### src/rtl/bsram_pkg.sv
// Shared definitions for the burst SRAM front-end.
// Assumes a word made of exactly two byte lanes.
package bsram_pkg;
    localparam int unsigned NLANES = 2;

    // Per-cycle decision handed from the decoder to the burst and array logic.
    typedef struct packed {
        logic              load;   // new start address taken
        logic              desel;  // strobe with an inactive enable
        logic              cont;   // selected, no strobe
        logic              adv;    // continuing cycle that steps the beat
        logic [NLANES-1:0] wr;     // lane write enables
        logic              rd;     // read access this cycle
    } ctl_t;
endpackage

### src/rtl/bsram_ctl.sv
// Cycle decoder: turns enables, strobes, advance and write controls into
// one decision per clock edge. Assumes sleep_i already reflects the pin level.
module bsram_ctl
    import bsram_pkg::*;
(
    input  logic              clk,
    input  logic              rst_n,
    input  logic              sleep_i,
    input  logic              ce_n_i,
    input  logic              ce2_i,
    input  logic              ce3_n_i,
    input  logic              strb_p_n_i,
    input  logic              strb_c_n_i,
    input  logic              adv_n_i,
    input  logic              gw_n_i,
    input  logic              bw_n_i,
    input  logic [NLANES-1:0] lane_n_i,
    input  logic              sel_i,
    output ctl_t              ctl_o
);
    logic              p_go;
    logic              c_go;
    logic              en_all;
    logic [NLANES-1:0] wr_dec;

    // Strobe qualification and write-hierarchy decode.
    always_comb begin
        p_go   = !strb_p_n_i && !ce_n_i;
        c_go   = !strb_c_n_i && !p_go;
        en_all = !ce_n_i && ce2_i && !ce3_n_i;
        if (!gw_n_i)      wr_dec = '1;
        else if (!bw_n_i) wr_dec = ~lane_n_i;
        else              wr_dec = '0;
    end

    // Cycle decision; everything stays idle while asleep.
    always_comb begin
        ctl_o = '0;
        if (!sleep_i) begin
            if (p_go || c_go) begin
                ctl_o.load  = en_all;
                ctl_o.desel = !en_all;
            end else if (sel_i) begin
                ctl_o.cont = 1'b1;
                ctl_o.adv  = !adv_n_i;
            end
            if ((ctl_o.load && c_go) || ctl_o.cont) ctl_o.wr = wr_dec;
            ctl_o.rd = (ctl_o.load || ctl_o.cont) && (ctl_o.wr == '0);
        end
    end

    // a processor-strobe cycle never writes.
    a_r12_pstrobe_no_write: assert property (@(posedge clk) disable iff (!rst_n)
        (!strb_p_n_i && !ce_n_i) |-> (ctl_o.wr == '0));

    // blocked processor strobe neither loads nor deselects.
    a_r3_master_blocks_pstrobe: assert property (@(posedge clk) disable iff (!rst_n)
        (!strb_p_n_i && ce_n_i && strb_c_n_i) |-> (!ctl_o.load && !ctl_o.desel));

    // no write without global or byte write enable.
    a_r9_no_enable_no_write: assert property (@(posedge clk) disable iff (!rst_n)
        (gw_n_i && bw_n_i) |-> (ctl_o.wr == '0));
endmodule

### src/rtl/bsram_burst.sv
// Burst address generator: holds the start address, a 2-bit beat count and
// the selected flag, and forms the address of the current cycle.
// Assumes AW >= 3 so that upper address bits exist above the burst field.
module bsram_burst #(
    parameter int unsigned AW = 4
) (
    input  logic          clk,
    input  logic          rst_n,
    input  logic          sleep_i,
    input  logic          order_i,
    input  logic          load_i,
    input  logic          desel_i,
    input  logic          adv_i,
    input  logic [AW-1:0] addr_i,
    output logic          sel_o,
    output logic [AW-1:0] addr_o
);
    localparam int unsigned BW = 2;

    logic [AW-1:0] base_q;
    logic [BW-1:0] cnt_q;
    logic          sel_q;
    logic [AW-1:0] start;
    logic [BW-1:0] step;
    logic [BW-1:0] low;

    // Burst state update: load, deselect, advance, or drop selection in sleep.
    always_ff @(posedge clk) begin
        if (!rst_n) begin
            base_q <= '0;
            cnt_q  <= '0;
            sel_q  <= 1'b0;
        end else if (sleep_i) begin
            sel_q  <= 1'b0;
        end else if (load_i) begin
            base_q <= addr_i;
            cnt_q  <= '0;
            sel_q  <= 1'b1;
        end else if (desel_i) begin
            sel_q  <= 1'b0;
        end else if (adv_i) begin
            cnt_q  <= cnt_q + 1'b1;
        end
    end

    // Address of this cycle in the selected burst order.
    always_comb begin
        start  = load_i ? addr_i : base_q;
        step   = load_i ? '0 : (adv_i ? cnt_q + 1'b1 : cnt_q);
        low    = order_i ? (start[BW-1:0] ^ step) : (start[BW-1:0] + step);
        addr_o = {start[AW-1:BW], low};
        sel_o  = sel_q;
    end

    // a load restarts the burst at the sampled address.
    a_r2_load_restarts: assert property (@(posedge clk) disable iff (!rst_n)
        load_i |=> (sel_q && cnt_q == '0 && base_q == $past(addr_i)));

    // an advance steps the beat count by one, wrapping.
    a_r5_advance_steps: assert property (@(posedge clk) disable iff (!rst_n)
        adv_i |=> (cnt_q == $past(cnt_q) + 2'd1));

    // a deselect drops selection.
    a_r4_desel_drops: assert property (@(posedge clk) disable iff (!rst_n)
        desel_i |=> !sel_q);

    // sleep leaves the start address alone and deselects.
    a_r11_sleep_freezes: assert property (@(posedge clk) disable iff (!rst_n)
        sleep_i |=> (!sel_q && $stable(base_q)));
endmodule

### src/rtl/bsram_array.sv
// Storage array: one register bank per byte lane, written by its own lane
// enable and read into a registered output. No reset on the contents.
module bsram_array
    import bsram_pkg::*;
#(
    parameter int unsigned AW     = 4,
    parameter int unsigned LANE_W = 9
) (
    input  logic                     clk,
    input  logic [AW-1:0]            addr_i,
    input  logic [NLANES-1:0]        wr_i,
    input  logic                     rd_i,
    input  logic [NLANES*LANE_W-1:0] wdata_i,
    output logic [NLANES*LANE_W-1:0] rdata_o
);
    localparam int unsigned DEPTH = 1 << AW;

    for (genvar ln = 0; ln < NLANES; ln++) begin : g_lane
        logic [LANE_W-1:0] mem [DEPTH];

        // Lane write and registered lane read.
        always_ff @(posedge clk) begin
            if (wr_i[ln]) mem[addr_i] <= wdata_i[ln*LANE_W +: LANE_W];
            if (rd_i)     rdata_o[ln*LANE_W +: LANE_W] <= mem[addr_i];
        end
    end
endmodule

### src/rtl/bsram_front.sv
// Top of the burst SRAM front-end: decoder, burst generator, storage and the
// read-valid register that, with output enable and sleep, gates the bus.
// Assumes order_i is a static strap; oe_n_i and sleep_i act without a clock.
module bsram_front
    import bsram_pkg::*;
#(
    parameter int unsigned AW     = 4,
    parameter int unsigned LANE_W = 9
) (
    input  logic                     clk,
    input  logic                     rst_n,
    input  logic                     sleep_i,
    input  logic                     oe_n_i,
    input  logic                     order_i,
    input  logic                     ce_n_i,
    input  logic                     ce2_i,
    input  logic                     ce3_n_i,
    input  logic                     strb_p_n_i,
    input  logic                     strb_c_n_i,
    input  logic                     adv_n_i,
    input  logic                     gw_n_i,
    input  logic                     bw_n_i,
    input  logic [NLANES-1:0]        lane_n_i,
    input  logic [AW-1:0]            addr_i,
    input  logic [NLANES*LANE_W-1:0] wdata_i,
    output logic [NLANES*LANE_W-1:0] dq_o,
    output logic                     dq_en_o
);
    localparam int unsigned DW = NLANES * LANE_W;

    ctl_t          ctl;
    logic          sel;
    logic [AW-1:0] cur_addr;
    logic [DW-1:0] rdata;
    logic          rd_valid_q;

    bsram_ctl u_ctl (
        .clk        (clk),
        .rst_n      (rst_n),
        .sleep_i    (sleep_i),
        .ce_n_i     (ce_n_i),
        .ce2_i      (ce2_i),
        .ce3_n_i    (ce3_n_i),
        .strb_p_n_i (strb_p_n_i),
        .strb_c_n_i (strb_c_n_i),
        .adv_n_i    (adv_n_i),
        .gw_n_i     (gw_n_i),
        .bw_n_i     (bw_n_i),
        .lane_n_i   (lane_n_i),
        .sel_i      (sel),
        .ctl_o      (ctl)
    );

    bsram_burst #(.AW(AW)) u_burst (
        .clk     (clk),
        .rst_n   (rst_n),
        .sleep_i (sleep_i),
        .order_i (order_i),
        .load_i  (ctl.load),
        .desel_i (ctl.desel),
        .adv_i   (ctl.adv),
        .addr_i  (addr_i),
        .sel_o   (sel),
        .addr_o  (cur_addr)
    );

    bsram_array #(.AW(AW), .LANE_W(LANE_W)) u_array (
        .clk     (clk),
        .addr_i  (cur_addr),
        .wr_i    (ctl.wr),
        .rd_i    (ctl.rd),
        .wdata_i (wdata_i),
        .rdata_o (rdata)
    );

    // Marks that the output register holds data of a read cycle.
    always_ff @(posedge clk) begin
        if (!rst_n) rd_valid_q <= 1'b0;
        else        rd_valid_q <= ctl.rd;
    end

    // Asynchronous bus gating by output enable and sleep.
    always_comb begin
        dq_en_o = rd_valid_q && !oe_n_i && !sleep_i;
        dq_o    = dq_en_o ? rdata : '0;
    end

    // no drive while asleep.
    a_r11_sleep_hiz: assert property (@(posedge clk) disable iff (!rst_n)
        sleep_i |-> !dq_en_o);

    // no drive while output enable is inactive.
    a_r10_oe_gates: assert property (@(posedge clk) disable iff (!rst_n)
        oe_n_i |-> !dq_en_o);

    // a deselect cycle produces no drive after its edge.
    a_r4_desel_quiet: assert property (@(posedge clk) disable iff (!rst_n)
        ctl.desel |=> !rd_valid_q);
endmodule

### config.mk
export PLATFORM = sky130hd
export DESIGN_NAME = bsram_front
export DESIGN_NICKNAME = d
export VERILOG_FILES = /design/src/rtl/bsram_pkg.sv /design/src/rtl/bsram_ctl.sv /design/src/rtl/bsram_burst.sv /design/src/rtl/bsram_array.sv /design/src/rtl/bsram_front.sv
export SDC_FILE = /design/constraint.sdc
export NUM_CORES = 1
export LEC_CHECK = 0
export BUFFER_PORTS_ARGS = -buffer_cell sky130_fd_sc_hd__buf_2
export CAP_MARGIN = 25
export CORE_MARGIN = 2
export CORE_UTILIZATION = 35
export DETAILED_ROUTE_END_ITERATION = 8
export GPL_TIMING_DRIVEN = 0
export PLACE_DENSITY_LB_ADDON = 0.25
export SLEW_MARGIN = 10
export SYNTH_ARGS = -nofsm -noshare
export SYNTH_HDL_FRONTEND = slang
export SYNTH_SLANG_ARGS = --single-unit
### constraint.sdc
create_clock -name clk -period 3.9 [get_ports clk]
set_input_delay 0.195 -clock clk [delete_from_list [all_inputs] [get_ports clk]]
set_output_delay 0.195 -clock clk [all_outputs]
set_load 0.03 [all_outputs]
# Word level (Yosys, flattened, before mapping)
# Memory sizes are Yosys's and may differ from the RTL's. A register that Yosys moved wholly into a read port is not among the register bits.
# Cells that the tools add are included.
# Widths: inputs -> output; s select.
[totals]
mem_bits_rw = 288
mem_count = 2
in_bits = 37
elab_cells = 60
ff_bits = 8
[mem_list]
columns = ["memory", "words", "word_bits", "read_ports", "rd_clocked_by_memory_dff", "write_ports", "line", "text"]
rows = [
  ["u_array.g_lane[0].mem", 16, 9, 1, 1, 1, "bsram_array.sv:19", "logic [LANE_W-1:0] mem [DEPTH];"],
  ["u_array.g_lane[1].mem", 16, 9, 1, 1, 1, "bsram_array.sv:19", ""],
]
[op_classes]
addsub = 2
bitwise_logic = 4
reduce_logical = 24
n_mux = 23
n_eq_ne = 1
[ops]
columns = ["cell", "count"]
rows = [
  ["$mux 2", 14],
  ["$mux 18", 1],
  ["$logic_not 1->1", 9],
  ["$logic_and 1x1->1", 8],
  ["$mux 7", 1],
  ["$mux 1", 6],
  ["$mux 4", 1],
  ["$logic_or 1x1->1", 3],
  ["$add 2x1->2 const B", 1],
  ["$add 2x2->2", 1],
  ["$logic_not 2->1", 1],
  ["$ne 2x1->1 const B", 1],
  ["$not 1->1", 2],
  ["$not 2->2", 1],
  ["$reduce_and 2->1", 1],
  ["$reduce_bool 2->1", 1],
  ["$reduce_or 2->1", 1],
  ["$xor 2x2->2", 1],
]

# Depth between registers and ports, before layout
# Gate-level depths: netlist (run 1).
[depth]
depth_word = 18
mapped_depth = 13
depth_no_buf = 11

# Modules after synthesis
# A second synthesis (run 1) with hierarchy kept.
[unflattened]
cells_unflattened = 602
area_unflattened_um2 = 12490.7
[modules_own_cells]
columns = ["mod", "area_per_inst_um2", "cells_each", "instances", "seq_area_each_um2"]
rows = [
  ["bsram_array", 11588.6, 509, 1, 9188.8],
  ["bsram_burst", 437.9, 48, 1, 140.1],
  ["bsram_front", 331.6, 24, 1, 20.0],
  ["bsram_ctl", 132.6, 21, 1, 0.0],
]

# Least setup slack after synthesis (run 1)
# OpenSTA, ideal clock, no wires.
[synth_path]
path_kind = "input to register"
start = "in ce3_n_i"
end = "mem u_array.g_lane[1].mem[1][0], enable pin"
n_path_buf = 4
setup_ps = 387
stages = 11
arrival_ps = 3005
required_ps = 3513
slack_ps = 508
cell_sequence = "nor3b_2 > nand3b_1 > buf_2 > nand2_1 > nand2_1 > ha_1 > clkbuf_1 > clkbuf_1 > clkbuf_1 > nand2_1 > nor3_1"
[synth_between]
elab_cells_between_ends = 16
cone_classes = "add/sub (1); mux (10); bitwise (1); reduce/logical (4)"
[synth_rtl]
columns = ["item", "line", "text"]
rows = [
  ["from (decl)", "bsram_front.sv:17", "input logic ce3_n_i,"],
  ["$logic_not 1->1 *", "bsram_ctl.sv:30", "en_all = !ce_n_i && ce2_i && !ce3_n_i;"],
  ["$logic_and 1x1->1 *", "bsram_ctl.sv:30", ""],
  ["$mux 2 *", "bsram_ctl.sv:40", "if (p_go || c_go) begin"],
  ["$mux 2 *", "bsram_ctl.sv:39", "if (!sleep_i) begin"],
  ["$mux 7 *", "bsram_ctl.sv:39", ""],
  ["$mux 4 *", "bsram_burst.sv:48", "start = load_i ? addr_i : base_q;"],
  ["via u_burst.start[0]", "bsram_burst.sv:23", "logic [AW-1:0] start;"],
  ["$add 2x2->2 or $xor 2x2->2 (tied branches)", "bsram_burst.sv:50", "low = order_i ? (start[BW-1:0] ^ step) : (start[BW-1:0] + step);"],
  ["$mux 2 *", "bsram_burst.sv:50", ""],
  ["to (decl)", "bsram_array.sv:19", ""],
]
# The timed path passes the listed nets; every way through them passes the cells marked *. The select of a mux whose other input is x is not followed.

# Final worst setup path (run 1)
[layout_path]
start = "reg u_burst.sel_q (netlist: u_burst.sel_o)"
end = "mem u_array.g_lane[0].mem[7][4], enable pin"
[layout_between]
elab_cells_between_ends = 14
cone_classes = "add/sub (1); mux (11); bitwise (1); reduce/logical (1)"
[layout_rtl]
columns = ["item", "line", "text"]
rows = [
  ["from (decl)", "bsram_burst.sv:22", "logic sel_q;"],
  ["from (signal assigned)", "bsram_burst.sv:32", "sel_q <= 1'b0;"],
  ["from (signal assigned)", "bsram_burst.sv:34", "sel_q <= 1'b0;"],
  ["from (signal assigned)", "bsram_burst.sv:38", "sel_q <= 1'b1;"],
  ["$mux 2 *", "bsram_ctl.sv:43", "end else if (sel_i) begin"],
  ["$mux 2 *", "bsram_ctl.sv:40", ""],
  ["$mux 2 *", "bsram_ctl.sv:39", ""],
  ["$mux 7 *", "bsram_ctl.sv:39", ""],
  ["$mux 2 * (2 in series)", "bsram_burst.sv:49", "step = load_i ? '0 : (adv_i ? cnt_q + 1'b1 : cnt_q);"],
  ["via u_burst.step[0]", "bsram_burst.sv:24", "logic [BW-1:0] step;"],
  ["$add 2x2->2 or $xor 2x2->2 (tied branches)", "bsram_burst.sv:50", ""],
  ["$mux 2 *", "bsram_burst.sv:50", ""],
  ["to (decl)", "bsram_array.sv:19", ""],
]
# Marks and branches as above.

==> flow_summary.yaml, run 1 <==
clock_tree:
  cts_max_level: 1
  clkTransAtPathRegs_ps: 60
  cts_buffer_depth: 3
  cts_root_buf: "clkbuf_16"
  cts_buffers: 31
  tritoncts: "yes"
  cts.sinks: 314
  clock_latency_ps: 550
yosys:
  syn_avg_cell_area_sq_um: 17.0
  synth_top_area_frac: 0.729
  synth_warnings: 0
  async_flop_share: 0
  synthesis.area_sq_mm: 0.0126
  synth_edf_count: 306
  ys_ff_latch: 314
  yosysSeqAreaShare: 0.742
  synth_top_area_cell: "edfxtp_1"
  ys_types: 43
  synthMuxAreaShare: 0.135
  synth_top_family_by_area: "multiplexers"
  syn-num-nets: 779
  synth-xor-area-share: 0.00486
  synthSimpleGateAreaFrac: 0.0425
  synth_most_common_cell: "edfxtp_1"
  synth_area_leaders: "edfxtp_1 73%, mux2i_1 10%, mux2_2 2.2%, o22ai_1 1.9%, nor2_1 1.5%"
  synth_ff_type: "edfxtp_1"
  synth_compound_area_frac: 0.0578
  synth_fa_ha_area_frac: 0.000993
  syn_inst: 741
  netlist_top_cells_count: "306 x edfxtp_1, 127 x mux2i_1, 50 x nor2_1, 38 x o22ai_1, 25 x mux2_2"
finish:
  final.fill_count: 3223
  final_nets: 876
  instances_no_fill: 1322
  num_antenna_cells: 0
  fin_area_sq_mm: 0.0146
  multi_input_area_sq_mm: 0.00312
  drive_above_1_share: 0.226
  register_area_sq_mm: 0.00935
  syn2layout_area_growth_pct: 15.7
global_routing:
  grt_max_degree: 17
  grt_pass1_vias: 6759
  overflow: 0
  grtUsageTotal: 0.145
  antenna_found_initial: 0
  grt_pass1_wl_um: 41300
floorplan:
  die_area_sq_mm: 0.0375
  start_util: 0.355
  fp.dieW_um: 194
  core_area_sq_mm: 0.0355
  die_h_um: 194
  fp-row-count: 69
  ioPinCount: 56
placement:
  gp_congestion: 0.757
  dpl_cell_area_sq_mm: 0.0135
  placed_cells: 1259
  place_ws_ps: -713
  port_buffers: 54
  hpwl_um: 19100
critical_path:
  crit_path_start_kind: "register"
  end_kind: "register"
  worstSetupPathType: "register to register"
  cp.required_ps: 4080
  crit_fanout: 10
  worstPathArrival_ps: 4000
drt:
  first_pass_iters: 5
  avgViaCountPerCell: 4.95
  final_antenna_net_count: 0
  wl_per_cell_um: 20.8
  dr_total_vias: 6542
  routed_wl_um: 27500
  drc: 0
  dr.first_iter.drc_count: 567
power:
  p_per_area_mw_per_mm2: 460
  p_leak_nw: 4.48
  peakVddDrop_mv: 0.296
worst_hold_path:
  hold_class: "primary input to register"
sta:
  setup_ws_ps: 83.1
  tightest_slew_ps: 973
  maxSlewHeadroom: 0.349
  hold_ws_ps: 39.5
  skew_ps: 10.9
  drv_slew: 0
  hold_violations: 0
  period_minus_slack_ps: 3820
  min_period_over_period: 0.979
  setup_viol: 0
  rsz0062_at_grt: "yes"
  max_freq_mhz: 262
run_status:
  outcome: "finished, final reports clean"
job:
  drv_cap: 0
==> logic make-up (layout without fill, tap and decap cells) <==
logic type	after synthesis	in the layout
multiplexers	162	162
adder cells (fa/ha/maj)	1	1
XOR/XNOR	4	4
flip-flops	314	314
AND/OR/NAND/NOR	109	109
AO/OA/AOI/OAI	106	106
buffers and inverters	45	165
==> registers in the layout, indices dropped and copies added, names as in the netlist <==
name / count
u_array.g_lane.mem: 288
u_array.rdata_o: 18
u_burst.cnt_q: 2
u_burst.base_q: 4
u_burst.sel_o: 1
rd_valid_q: 1
==> cells in the final DEF (no fill, tap or decap), types with 2 or more instances in the layout <==
| master | instances |
|---|---|
| a21oi_1 | 21 |
| or2_2 | 3 |
| buf_6 | 2 |
| mux2_4 | 9 |
| buf_2 | 62 |
| edfxtp_1 | 306 |
| nor3b_2 | 2 |
| clkinv_1 | 6 |
| buf_1 | 4 |
| a31oi_1 | 4 |
| nor3b_1 | 2 |
| mux2_2 | 25 |
| nand3b_1 | 2 |
| mux2i_1 | 127 |
| clkbuf_2 | 8 |
| clkbuf_16 | 31 |
| o21ai_1 | 17 |
| nor3_2 | 3 |
| dlygate4sd3_1 | 6 |
| clkinv_2 | 8 |
| buf_4 | 5 |
| nand2_1 | 13 |
| nand2b_1 | 5 |
| dfxtp_1 | 8 |
| bufinv_16 | 2 |
| clkbuf_1 | 25 |
| buf_8 | 2 |
| o22ai_1 | 38 |
| o21ai_0 | 2 |
| inv_1 | 3 |
| nor2_1 | 36 |
| and2_1 | 21 |
| o221ai_2 | 9 |
| nor3_1 | 4 |
| o221ai_1 | 8 |
| nor2_2 | 13 |
==> critical path: stages (launching register included) <==
cell and delay (ps):
dfxtp_1 330, o211ai_2 190, nor3_1 220, xnor2_1 180
nor2_1 70, ha_1 290, clkbuf_1 170, clkbuf_1 470
clkbuf_2 470, nand2_1 440, nor2_2 610
==> routing by layer <==
| metal | part of all wire | track usage | up-vias |
|---|---|---|---|
| met5 | 0 | 0 | - |
| li1 | - | - | 3089 |
| met4 | 0.021 | 0.0379 | 0 |
| met1 | 0.46 | 0.199 | 3265 |
| met3 | 0.047 | 0.0250 | 49 |
| met2 | 0.47 | 0.239 | 139 |
==> through the flow <==
stage	util	total power [mW]	setup TNS, ps
floorplan	-	3.91	0
global placement	0.379	4.01	-89530
detailed placement	0.381	4.02	-82800
CTS	0.410	6.77	0
global route	0.411	6.92	-13290
finish	0.411	6.71	0
==> final timing paths <==
check                                                     from                               endpoint  slack [ps]  cells after the start
worst min-delay path                               wdata_i[16]  u_array.g_lane[1].mem[8][7]$_DFFE_PP_          40                      1
worst max-delay path                u_burst.sel_o$_SDFFE_PP0P_  u_array.g_lane[0].mem[7][4]$_DFFE_PP_          80                     10
worst max register to register      u_burst.sel_o$_SDFFE_PP0P_  u_array.g_lane[0].mem[7][4]$_DFFE_PP_          80                     10
worst min register to register  u_burst.base_q[0]$_SDFFE_PN0N_         u_burst.base_q[0]$_SDFFE_PN0N_         470                      2
==> power breakdown <==
part	total [mW]	internal [mW]	switching, mW	leakage [nW]
clock network	2.76	1.58	1.18	0.462
logic	0.244	0.0880	0.156	1.20
registers	3.71	3.71	0.00150	2.82
total	6.71	5.38	1.34	4.48
==> layout make-up <==
type,instances,share of cell area
buffer,42,0.0148
clock buffer,40,0.0555
clock inverter,16,0.00841
inverter,3,0.000772
multi-input combinational,382,0.214
sequential,314,0.641
tap,461,0.0395
timing repair buffer,64,0.0261
==> what timing repair did <==
item / 4_1_cts / 5_1_grt
hold buffers: 6 / 0
resized for setup: 16 / 21
endpoints found under the hold margin: 7 / 0
buffers inserted: 0 / 1
endpoints found under the setup margin: 143 / 153
pin swaps: 0 / 0
No activity file was read; power rests on OpenSTA's default activity.
==> inputs of run 2 (changes only) <==
Settings changed: BUFFER_PORTS_ARGS -buffer_cell sky130_fd_sc_hd__buf_2 to -buffer_cell sky130_fd_sc_hd__clkbuf_2, CTS_BUF_LIST from default to sky130_fd_sc_hd__clkbuf_2.
Clock period 3.9 ns to 3.8 ns, I/O delays scaled along.
==> run 2 against run 1 <==
Net effect: critical path depth rose by 2; flip-flop and latch count did not move; fmax rose by 6.4%; worst hold slack improved by 81 ps; routed wire length rose by 2.5%; largest cell class unchanged.
==> flow_summary.yaml, run 2 (synthesized netlist as in run 1, its figures left out) <==
worst_hold_path:
  hold_class: "primary input to register"
  hp-start: "strb_p_n_i"
  hold_depth: 6
  hold_end: "u_burst.base_q[3]$_SDFFE_PN0N_"
power:
  p_per_area_mw_per_mm2: 424
  p_leak_nw: 4.69
  power_mw: 6.22
  peakVddDrop_mv: 0.152
drt:
  final_antenna_net_count: 0
  drc: 0
  dr.first_iter.drc_count: 420
  dr_total_vias: 6905
  routed_wl_um: 28200
  wl_per_cell_um: 19.7
  first_pass_iters: 6
  avgViaCountPerCell: 4.82
critical_path:
  cp.required_ps: 4380
  rrSetupSlack_ps: 210
  crit_path_start_kind: "register"
  worstPathArrival_ps: 4170
  worstSetupPathType: "register to register"
  cp_num_buf_inv: 3
  crit_fanout: 10
  path_cells: "o211ai_2 -> nor3_1 -> xnor2_1 -> nor2_1 -> ha_1 -> clkbuf_1 -> clkbuf_1 -> clkbuf_1 -> mux2i_1 -> o22ai_1 -> a21oi_1 -> o221ai_1"
  worst_r2r_startpoint: "u_burst.sel_o$_SDFFE_PP0P_"
  slowest_stage: "clkbuf_1"
  r2r_cells: 12
  cp_common_cell: "clkbuf_1"
  r2r_end: "u_array.rdata_o[17]$_DFFE_PP_"
  critical_path.top_delay_family: "buffers and inverters"
  slowest_delay_ps: 690
  end_kind: "register"
finish:
  final_nets: 958
  layout_common_cells: "306 x edfxtp_1, 180 x clkbuf_2, 127 x mux2i_1"
  mostFrequentLayoutCell: "edfxtp_1"
  multi_input_area_sq_mm: 0.00312
  fin_area_sq_mm: 0.0147
  drive_above_1_share: 0.284
  final.fill_count: 3279
  top_register: "u_array.g_lane.mem"
  register_area_sq_mm: 0.00935
  fin_util: 0.414
  largest_reg_flops: 288
  reg.largest.list: "u_array.g_lane.mem x288, u_array.rdata_o x18, u_burst.base_q x4"
  syn2layout_area_growth_pct: 16.4
  instances_no_fill: 1433
floorplan:
  ioPinCount: 56
  die_area_sq_mm: 0.0375
  core_area_sq_mm: 0.0355
  fp-row-count: 69
  fp.dieW_um: 194
  start_util: 0.355
  die_h_um: 194
sta:
  tightest_slew_ps: 977
  setup_ws_ps: 213
  setup_viol: 0
  maxSlewHeadroom: 0.346
  skew_ps: 60.7
  max_freq_mhz: 279
  min_period_over_period: 0.944
  hold_violations: 0
  finalSetupTns_ps: 0
  drv_slew: 0
  rsz0062_at_grt: "yes"
  hold_ws_ps: 121
  period_minus_slack_ps: 3590
global_routing:
  overflow: 0
  antenna_found_initial: 1
  grtUsageTotal: 0.151
  grt_pass1_vias: 7284
  grt_max_degree: 17
  grt_pass1_wl_um: 42600
clock_tree:
  cts_max_level: 3
  cts_root_buf: "clkbuf_2"
  clkTransAtPathRegs_ps: 100
  tritoncts: "yes"
  clock_latency_ps: 900
  cts_buffer_depth: 3
  cts_buffers: 78
  cts.sinks: 314
placement:
  placed_cells: 1259
  gp_congestion: 0.745
  place_ws_ps: -848
  port_buffers: 54
  dpl_cell_area_sq_mm: 0.0135
  hpwl_um: 18900
job:
  drv_cap: 0
run_status:
  outcome: "finished, final reports clean"
==> run 2: changes by cell type in the layout (fill, tap and decap cells not counted) <==
cell	before	now
clkbuf_16	31	0
dlygate4sd3_1	6	41
buf_2	62	8
inv_2	0	3
clkinv_2	8	0
clkinv_1	6	10
diode_2	0	1
clkbuf_1	25	15
clkbuf_2	8	180
bufinv_16	2	1
==> run 2: worst min-delay path: cells and delay by family <==
family                 cells  cell delay (ps)
and+or+nand+nor            3              370
buffers and inverters      2              360
AOI/OAI and AO/OA          1               60
==> run 2: layer usage <==
layer | GRT usage | wire length [um] | vias up
met5 | 0 | 0 | -
met4 | 0.0616 | 536 | 0
met3 | 0.0353 | 1490 | 32
met2 | 0.247 | 13400 | 204
met1 | 0.195 | 12800 | 3376
li1 | - | - | 3293
==> run 2: worst max path at each step <==
stage | start | endpoint | cells past startpoint
after floorplan | ce3_n_i | u_array.g_lane[1].mem[1][0]$_DFFE_PP_ | 11
after global placement | ce_n_i | u_array.g_lane[1].mem[1][2]$_DFFE_PP_ | 12
after detailed placement | ce_n_i | u_array.g_lane[1].mem[15][3]$_DFFE_PP_ | 12
after CTS | u_burst.sel_o$_SDFFE_PP0P_ | u_array.g_lane[0].mem[3][3]$_DFFE_PP_ | 10
after global routing | u_burst.sel_o$_SDFFE_PP0P_ | u_array.rdata_o[17]$_DFFE_PP_ | 12
final | u_burst.sel_o$_SDFFE_PP0P_ | u_array.rdata_o[17]$_DFFE_PP_ | 12
==> run 2: final cells by class <==
| cell class | count | share of cell area |
|---|---|---|
| Inverter | 3 | 0.000767 |
| Tap cell | 461 | 0.0393 |
| Timing Repair Buffer | 99 | 0.0498 |
| Buffer | 42 | 0.0148 |
| Multi-Input combinational cell | 382 | 0.213 |
| Antenna cell | 1 | 0.000171 |
| Clock buffer | 117 | 0.0399 |
| Sequential cell | 314 | 0.637 |
| Clock inverter | 14 | 0.00537 |
==> run 2: repair_timing <==
action,in CTS,in global routing
setup endpoints to repair,148,150
endpoints found under the hold margin,315,0
setup buffers,1,0
gates resized for setup,18,17
hold buffers,41,0
==> run 2: where the power goes <==
| group | switching (mW) | internal, mW | leakage (nW) | total (mW) |
|---|---|---|---|---|
| Clock | 1.28 | 0.872 | 0.529 | 2.15 |
| Sequential | 0.00158 | 3.80 | 2.82 | 3.80 |
| Combinational | 0.165 | 0.108 | 1.35 | 0.273 |
==> inputs of run 3 (changes only) <==
Settings changed: CORE_ASPECT_RATIO from default to 0.6, CORE_UTILIZATION 35 to 60.
==> run 3 against run 2 <==
Net effect: routed wire length up 2.2%; global-route usage up 11 points; die area down 41%; clock-buffer cell count down 9; register-to-register slack worse by 97 ps; largest cell class unchanged; largest power group unchanged; via count up 7.8%; worst setup slack worse by 97 ps; cell area down 2.3%.
==> flow_summary.yaml, run 3 (synthesized netlist as in run 1, its figures left out) <==
finish:
  final_nets: 947
  layout_common_cells: "306 x edfxtp_1, 174 x clkbuf_2, 127 x mux2i_1"
  largest_reg_flops: 288
  fin_area_sq_mm: 0.0143
  mostFrequentLayoutCell: "edfxtp_1"
  reg.largest.list: "u_array.g_lane.mem x288, u_array.rdata_o x18, u_burst.base_q x4"
  drive_above_1_share: 0.283
  instances_no_fill: 1238
  top_register: "u_array.g_lane.mem"
  syn2layout_area_growth_pct: 13.8
drt:
  dr.first_iter.drc_count: 897
  first_pass_iters: 5
  wl_per_cell_um: 23.3
  final_antenna_net_count: 0
  dr_total_vias: 7444
  routed_wl_um: 28800
  avgViaCountPerCell: 6.01
  drc: 0
critical_path:
  crit_path_start_kind: "register"
  crit_fanout: 10
  worstSetupPathType: "register to register"
  end_kind: "register"
  r2r_end: "u_array.g_lane[0].mem[11][1]$_DFFE_PP_"
  worstPathArrival_ps: 4120
  rrSetupSlack_ps: 120
  r2r_cells: 10
  cp.required_ps: 4230
  worst_r2r_startpoint: "u_burst.sel_o$_SDFFE_PP0P_"
  crit_start: "u_burst.sel_o$_SDFFE_PP0P_"
worst_hold_path:
  hold_end: "u_array.rdata_o[7]$_DFFE_PP_"
  hold_class: "primary input to register"
  hp-start: "gw_n_i"
  hold_depth: 3
clock_tree:
  clock_latency_ps: 830
  cts_buffers: 71
  cts.sinks: 314
  tritoncts: "yes"
  cts_max_level: 3
  cts_buffer_depth: 3
  clkTransAtPathRegs_ps: 120
  cts_root_buf: "clkbuf_2"
power:
  p_per_area_mw_per_mm2: 434
  peakVddDrop_mv: 0.242
  p_leak_nw: 4.65
sta:
  hold_violations: 0
  rsz0062_at_grt: "yes"
  hold_ws_ps: 57.6
  setup_ws_ps: 115
  period_minus_slack_ps: 3680
  tightest_slew_ps: 933
  min_period_over_period: 0.970
  maxSlewHeadroom: 0.375
  setup_viol: 0
  max_freq_mhz: 271
  skew_ps: 63.5
  finalSetupTns_ps: 0
  drv_slew: 0
floorplan:
  core_area_sq_mm: 0.0208
  fp.dieW_um: 191
  ioPinCount: 56
  start_util: 0.605
  fp-row-count: 41
  die_h_um: 116
  die_area_sq_mm: 0.0222
global_routing:
  grt_pass1_vias: 7092
  grt_pass1_wl_um: 42100
  grt_max_degree: 17
  grtUsageTotal: 0.265
  overflow: 0
  antenna_found_initial: 0
placement:
  gp_congestion: 0.872
  dpl_cell_area_sq_mm: 0.0133
  placed_cells: 1080
  port_buffers: 54
  hpwl_um: 19100
  place_ws_ps: -615
run_status:
  outcome: "finished, final reports clean"
job:
  drv_cap: 0
-- run 3: cell type report --
class	count	area [sq um]
multi-input cells	382	3100
clock buffers	108	541
diodes	1	2.50
well taps	279	349
inverters	3	11.3
clock inverters	14	106
repair buffers	95	662
plain buffers	42	220
flip-flops and latches	314	9350
fillers	1409	6480
-- run 3: timing repair --
item | 4_1_cts | 5_1_grt
gates resized for setup | 23 | 10
pin swaps | 0 | 0
hold buffers | 35 | 0
endpoints found under the setup margin | 143 | 19
buffers inserted | 0 | 0
endpoints found under the hold margin | 314 | 0
-- run 3: worst max-delay path by stage --
stage / end / cells past startpoint / slack, ps
floorplan: u_array.g_lane[1].mem[1][0]$_DFFE_PP_ / 11 / 410
detailed placement: u_array.g_lane[1].mem[3][6]$_DFFE_PP_ / 11 / -620
global placement: u_array.g_lane[1].mem[1][2]$_DFFE_PP_ / 12 / -880
CTS: u_array.rdata_o[4]$_DFFE_PP_ / 12 / 20
global route: u_array.g_lane[0].mem[1][8]$_DFFE_PP_ / 11 / -20
finish: u_array.g_lane[0].mem[11][1]$_DFFE_PP_ / 10 / 120
-- run 3: routing by layer --
metal  part of all wire  vias to the layer above  global-route usage
met2               0.43                      460               0.382
li1                   -                     3279                   -
met4              0.011                        0              0.0677
met1               0.43                     3670               0.395
met5                  0                        -                   0
met3               0.13                       35              0.0850
-- run 3: stage by stage --
step	utilization	total power, mW
after floorplan	-	4.01
after global placement	0.635	4.11
after detailed placement	0.638	4.13
after CTS	0.688	6.24
after global routing	0.689	6.44
final	0.689	6.22
-- run 3: power by group --
group / internal [mW] / leakage [nW] / total, mW / switching (mW)
clock network: 0.880 / 0.503 / 2.14 / 1.26
logic: 0.106 / 1.33 / 0.277 / 0.171
registers: 3.80 / 2.82 / 3.80 / 0.00175
-- run 3: critical path: stages, from the launching register on --
cell      delay, ps
dfxtp_1         360
o211ai_2        190
nor3_1          270
xnor2_1         180
nor2_1           70
ha_1            290
clkbuf_1        190
clkbuf_2        290
clkbuf_2        370
nand2_1         440
nor2_2          620
